`src/rtl/memarb.sv`:
```
module memarb #(
  parameter int ROM_AW = 12,
  parameter int RAM_AW = 8,
  parameter int ROM_DW = 14,
  parameter int RAM_DW = 8,
  parameter int WIN_LO = 8
) (
  input  logic              clk,
  input  logic              rst_n,
  input  logic              m_req,
  input  logic              m_rom,
  input  logic              m_we,
  input  logic [ROM_AW-1:0] m_addr,
  input  logic [RAM_DW-1:0] m_wdata,
  output logic              m_gnt,
  output logic              m_rvalid,
  output logic [ROM_DW-1:0] m_rdata,
  input  logic              u_req,
  input  logic              u_we,
  input  logic [ROM_AW-1:0] u_addr,
  input  logic [RAM_DW-1:0] u_wdata,
  output logic              u_ready,
  output logic              u_gnt,
  output logic              u_rvalid,
  output logic [RAM_DW-1:0] u_rdata,
  output logic              u_err,
  output logic              rom_en,
  output logic [ROM_AW-1:0] rom_addr,
  input  logic [ROM_DW-1:0] rom_q,
  output logic              ram_en,
  output logic              ram_we,
  output logic [RAM_AW-1:0] ram_addr,
  output logic [RAM_DW-1:0] ram_wdata,
  input  logic [RAM_DW-1:0] ram_q
);

  logic              pend;
  logic              h_we;
  logic [ROM_AW-1:0] h_addr;
  logic [RAM_DW-1:0] h_wdata;
  logic              m_src, u_src;

  wire              c_vld   = pend | u_req;
  wire              c_we    = pend ? h_we : u_we;
  wire [ROM_AW-1:0] c_addr  = pend ? h_addr : u_addr;
  wire [RAM_DW-1:0] c_wdata = pend ? h_wdata : u_wdata;
  wire              c_rom   = |c_addr[ROM_AW-1:WIN_LO];
  wire              c_bad   = c_vld & c_we & c_rom;
  wire              c_hit   = m_req & (m_rom == c_rom);
  wire              lose    = c_vld & ~c_bad & c_hit;
  wire              m_racc  = m_req & m_rom;
  wire              m_sacc  = m_req & ~m_rom;

  assign m_gnt   = m_req;
  assign u_gnt   = c_vld & ~c_bad & ~c_hit;
  assign u_ready = ~pend;

  assign rom_en    = m_racc | (u_gnt & c_rom);
  assign rom_addr  = m_racc ? m_addr : c_addr;
  assign ram_en    = m_sacc | (u_gnt & ~c_rom);
  assign ram_we    = m_sacc ? m_we : c_we;
  assign ram_addr  = m_sacc ? m_addr[RAM_AW-1:0] : c_addr[RAM_AW-1:0];
  assign ram_wdata = m_sacc ? m_wdata : c_wdata;

  assign m_rdata = m_src ? rom_q : {{(ROM_DW-RAM_DW){1'b0}}, ram_q};
  assign u_rdata = u_src ? rom_q[RAM_DW-1:0] : ram_q;

  always_ff @(posedge clk or negedge rst_n) begin
    if (!rst_n) begin
      pend     <= 1'b0;
      h_we     <= 1'b0;
      h_addr   <= '0;
      h_wdata  <= '0;
      m_rvalid <= 1'b0;
      m_src    <= 1'b0;
      u_rvalid <= 1'b0;
      u_src    <= 1'b0;
      u_err    <= 1'b0;
    end else begin
      pend <= lose;
      if (lose && !pend) begin
        h_we    <= u_we;
        h_addr  <= u_addr;
        h_wdata <= u_wdata;
      end
      m_rvalid <= m_req & (m_rom | ~m_we);
      m_src    <= m_rom;
      u_rvalid <= u_gnt & ~c_we;
      u_src    <= c_rom;
      u_err    <= c_bad;
    end
  end

  AST_SPLIT_GRANT: assert property (@(posedge clk) disable iff (!rst_n)
    (m_gnt && u_gnt) |-> (rom_en && ram_en));
  AST_PARK_AFTER_CLASH: assert property (@(posedge clk) disable iff (!rst_n)
    !u_ready |-> $past(m_req && !u_gnt));
  AST_ROMWR_NO_DATA: assert property (@(posedge clk) disable iff (!rst_n)
    u_err |-> !u_rvalid);
  AST_U_VALID_LAG: assert property (@(posedge clk) disable iff (!rst_n)
    u_rvalid |-> $past(u_gnt));
  AST_M_VALID_LAG: assert property (@(posedge clk) disable iff (!rst_n)
    m_rvalid |-> $past(m_gnt));
  AST_MCU_NEVER_WAITS: assert property (@(posedge clk) disable iff (!rst_n)
    m_req |-> (rom_en || ram_en));

endmodule

```
`config.mk`:
```
export PLATFORM = sky130hd
export DESIGN_NAME = memarb
export DESIGN_NICKNAME = d
export VERILOG_FILES = /design/src/rtl/memarb.sv
export SDC_FILE = /design/constraint.sdc
export NUM_CORES = 1
export LEC_CHECK = 0
export ABC_AREA = 1
export CAP_MARGIN = 0
export CORE_UTILIZATION = 38
export CTS_BUF_LIST = sky130_fd_sc_hd__clkbuf_4 sky130_fd_sc_hd__clkbuf_8
export CTS_CLUSTER_SIZE = 28
export DETAILED_ROUTE_END_ITERATION = 6
export PLACE_DENSITY = 0.83
export SLEW_MARGIN = 20
export SYNTH_ARGS = -nofsm -noshare
export SYNTH_HDL_FRONTEND = slang
export SYNTH_SLANG_ARGS = --single-unit
```
`constraint.sdc`:
```
create_clock -name clk -period 1.85 [get_ports clk]
set_input_delay 0.37 -clock clk [delete_from_list [all_inputs] [get_ports clk]]
set_output_delay 0.37 -clock clk [all_outputs]
set_load 0.05 [all_outputs]
```
== After elaboration in Yosys (flattened, before gate mapping) ==
Cells that the tools add are included.

* Register bits after elaboration: 27
* Bits of input ports: 69
* Logic and storage cells: 45

* Equality and inequality tests: 1
* Mux-type cells: 9
* Bitwise gates (word level): 23
* Reductions and logical operators: 3

{| class="wikitable"
|+ Operator list
! operator !! count
|-
| $mux W8 || 4
|-
| $mux W12 || 2
|-
| $mux W14 || 1
|-
| $and A1 B1 Y1 || 12
|-
| $not A1 Y1 || 7
|-
| $or A1 B1 Y1 || 4
|-
| $reduce_or A4 Y1 || 1
|-
| $mux W1 || 2
|-
| $eq A1 B1 Y1 || 1
|-
| $logic_and A1 B1 Y1 || 1
|-
| $logic_not A1 Y1 || 1
|}

== Logic depth before layout (Yosys ltp) ==
* Depth in word-level cells: 8
* Mapped depth: 13
* Gate-level depth less buffers: 11

== Worst setup path before layout ==
OpenSTA, ideal clock, no wires.

* Path kind: flip-flop to output port
* Start: register pend
* End: output rom_en
* Data arrival time: 2.300 ns
* Required time: 1.480 ns
* Path slack: -0.820 ns
* Stages on the path, launching flop included: 11
* Path through: dfrtp_1 > buf_4 > inv_2 > buf_6 > nand2_2 > nand2_2 > nor2_4 > nand2_2 > a21oi_4 > inv_1 > o21ai_0

* Longest elaborated chain between the ends: 8

{| class="wikitable"
|+ Ends and longest elaborated chain
! item !! RTL line !! RTL
|-
| from (decl) || 37 || <nowiki>logic pend;</nowiki>
|-
| from (signal assigned) || 80 || <nowiki>pend <= lose;</nowiki>
|-
| $mux W12 (*) || 45 || <nowiki>wire [ROM_AW-1:0] c_addr = pend ? h_addr : u_addr;</nowiki>
|-
| $reduce_or A4 Y1 (*) || 47 || <nowiki>wire c_rom = |c_addr[ROM_AW-1:WIN_LO];</nowiki>
|-
| via c_rom || 47 ||
|-
| $and A1 B1 Y1 / $eq A1 B1 Y1 (equally long branches) || 48, 49 ||
|-
| $not A1 Y1 / $and A1 B1 Y1 (equally long branches) || 55, 49 ||
|-
| $and A1 B1 Y1 / $not A1 Y1 (equally long branches) || 55 || <nowiki>assign u_gnt = c_vld & ~c_bad & ~c_hit;</nowiki>
|-
| $and A1 B1 Y1 || 55 ||
|-
| $and A1 B1 Y1 (*) || 58 || <nowiki>assign rom_en = m_racc | (u_gnt & c_rom);</nowiki>
|-
| $or A1 B1 Y1 (*) || 58 ||
|-
| to (decl) || 27 || <nowiki>output logic rom_en,</nowiki>
|}

Mark *: on every way through the listed nets, which the timed path passes. The rest lies on a longest branch.

== Worst setup path after layout ==
* Start: register pend
* End: output u_gnt

* Longest elaborated chain between the ends: 6

{| class="wikitable"
|+ Ends and longest elaborated chain
! item !! RTL line !! RTL
|-
| $mux W12, or another cell as far along || 45 ||
|-
| $reduce_or A4 Y1 / $and A1 B1 Y1 (equally long branches) || 47, 48 ||
|-
| $and A1 B1 Y1 / $eq A1 B1 Y1 (equally long branches) || 48, 49 ||
|-
| $not A1 Y1 / $and A1 B1 Y1 (equally long branches) || 55, 49 ||
|-
| $and A1 B1 Y1 / $not A1 Y1 (equally long branches) || 55 ||
|-
| $and A1 B1 Y1 (*) || 55 ||
|-
| to (decl) || 23 || <nowiki>output logic u_gnt,</nowiki>
|}

Every way passes the cells marked *; elsewhere a longest branch is shown, timed or not.

==> metrics.md <==
| Metric | Value |
|---|---|
| Register area share after synthesis | 0.336 |
| Syn_area_per_cell | 6.56 sq um |
| Largest net degree at the start of global routing | 28 |
| Initial Util | 0.394 |
| Post-synthesis cell count | 307 |
| Seq cells post-synth | 27 |
| Fillers | 153 |
| VDD IR max | 0.434 mV |
| Worst path required time | 1480 ps |
| GR Overflow Total | 0 |
| I/O Pins | 128 |
| Num CTS Buffers | 3 |
| CP Depth | 12 |
| Failing checks | setup timing |
| DRC viols | 0 |
| Setup TNS | -20990 ps |
| Rel. slew slack | 0.664 |
| Via-to-Cell Ratio | 6.18 |
| Antenna diode count | 0 |
| Final hold violation count | 0 |
| Final Max Tran Viols | 0 |
| Post-detail-place hpwl | 6110 um |
| Slowest CP cell | dfrtp_2 |
| Wire per inst | 24.4 um |
| Total global-route track usage | 0.358 |
| Commonest non-fill, non-tap cell in the layout | nand2_1 |
| Antenna violations before repair | 0 |
| FP Rows | 26 |
| Final nets | 537 |
| Die height | 74.8 um |
| Fmax | 406 MHz |
| Port bufs | 127 |
| Setup violators final | 54 |
| RSZ-0062 raised after global routing | true |
| CTS tree | done |
| Crit-path cells | clkinv_4 -> nand2_2 -> nand2_2 -> inv_1 -> nand2_1 -> nor2_2 -> nor2_2 -> nor2_4 -> inv_2 -> nand2_4 -> clkinvlp_4 -> buf_12 |
| Tmin final | 2460 ps |
| Routability congestion estimate | 0.864 |
| Mapped cell area | 2010 sq um |
| Worst path bufs/invs | 5 |
| Crit-path max FO | 7 |
| Leakage | 2.21 nW |
| Top delay family on crit path | simple AND/OR/NAND/NOR gates |
| Distinct cell type count after synthesis | 20 |
| Crit path DAT | 2090 ps |
| Number of global-route vias before repair | 3120 |
| Status | complete, but fails checks |
| Core Box Area | 5110 sq um |
| Worst Setup End Kind | primary output |
| WHS Path Cells | 1 |
| Overall power | 3.14 mW |
| Syn_nets | 376 |
| Clk root buf | clkbuf_8 |
| Max clock buf depth | 2 |
| Synth-to-layout area growth | 137% |
| # Max-Cap Violations | 0 |
| Initial drt markers | 335 |
| First-pass GRT wire length | 14800 um |
| Fin area | 4770 sq um |
| Final ANT Viol Nets | 0 |
| Detailed Route WL | 13100 um |
| DIE AREA | 5590 sq um |
| Reg clk slew, reported paths | 120 ps |
| Share of layout cells above drive strength 1 | 0.426 |
| Startpoint types | flip-flop |
| Final core occ | 0.934 |
| Cell Area, Placed | 4160 sq um |
| H-tree depth | 1 |
| Setup ws final | -611 ps |
| Clk_lat worst skew | 300 ps |
| Die W | 74.8 um |
| CP peak stage delay | 480 ps |
| Worst slew pin tran | 503 ps |
| Fin Clk Skew | 4.17 ps |
| Crit path kind | reg -> out |
| R2R depth | 12 |
| Synth warnings | 0 |
| Hold Buf Count CTS | 0 |
| Final Cycle Share | 1.33 |
| PD cells | 658 nW/um^2 |
| TritonRoute pass-1 iters | 5 |
| Hold Path Class | in -> reg |
| DP Worst Slack | -418 ps |
| Routed vias | 3316 |
| CTS sink count | 27 |
| Most frequent cells in the layout | 103 x nand2_1, 63 x clkdlybuf4s50_1, 56 x buf_12, 41 x buf_4, 26 x dfrtp_1 |
[routing by layer]
metal  share of wire  track usage  routed length (um)  vias to the layer above
met5               0            0                   0                        -
met4           0.077        0.264                1010                        0
met3            0.13       0.0937                1660                      112
met2            0.48        0.655                6250                      359
met1            0.32        0.344                4170                     1531
li1                -            -                   -                     1314
[Yosys cell counts, drive strengths merged]
| cell type | instances | area share |
|---|---|---|
| nand2 | 123 | 0.23 |
| o21ai | 39 | 0.097 |
| inv | 28 | 0.052 |
| dfrtp | 27 | 0.34 |
| nand4 | 21 | 0.065 |
| nor2 | 19 | 0.044 |
| a21oi | 17 | 0.048 |
| buf | 11 | 0.049 |
| clkbuf | 11 | 0.021 |
| mux2i | 8 | 0.040 |
| nand3 | 2 | 0.011 |
| a31oi | 1 | 0.0031 |
[sequential cells by signal, indices dropped and copies added (netlist names)]
register  flops
m_src         1
h_wdata       8
m_rvalid      1
u_src         1
h_addr       12
h_we          1
pend          1
u_rvalid      1
u_err         1
[worst paths after layout]
kind	from	end	slack (ps)
max in group asynchronous	rst_n	pend	1090
worst max register to register	pend	h_addr[5]	-530
worst max-delay path	pend	u_gnt	-610
worst min-delay path	m_rom	m_src	260
worst min register to register	h_addr[4]	h_addr[4]	570
min in group asynchronous	rst_n	h_addr[2]	450
[logic make-up (layout without fill, tap and decap cells)]
| logic type | after synthesis | count (layout) | share of synthesized area |
|---|---|---|---|
| AO/OA/AOI/OAI | 57 | 57 | 0.148 |
| multiplexers | 8 | 8 | 0.0398 |
| AND/OR/NAND/NOR | 165 | 165 | 0.355 |
| buffers and inverters | 50 | 210 | 0.122 |
| flip-flops | 27 | 27 | 0.336 |
[report_power, final]
group	total [mW]	switching, mW	internal [mW]
clock	0.421	0.250	0.171
combinational	1.83	1.03	0.801
sequential	0.889	0.171	0.718
[area by class of cell]
type	count	area (sq um)	share of cell area
Timing Repair Buffer	178	2280	0.478
Multi-Input combinational cell	230	1560	0.328
Sequential cell	27	677	0.142
Clock buffer	4	48.8	0.0102
Inverter	28	114	0.0239
Tap cell	70	87.6	0.0184
[what timing repair did]
item / in CTS / in global routing
gates resized for setup: 66 / 45
cloned: 1 / 2
endpoints found under the setup margin: 53 / 53
pin swaps: 2 / 17
buffers inserted: 10 / 8
[metrics by stage]
step	hold WS, ps	instances
2_1_floorplan	74.4	307
3_3_place_gp	454	515
3_5_place_dp	464	515
4_1_cts	454	529
5_1_grt	271	537
6_report	260	537
No activity file was read; power rests on OpenSTA's default activity.
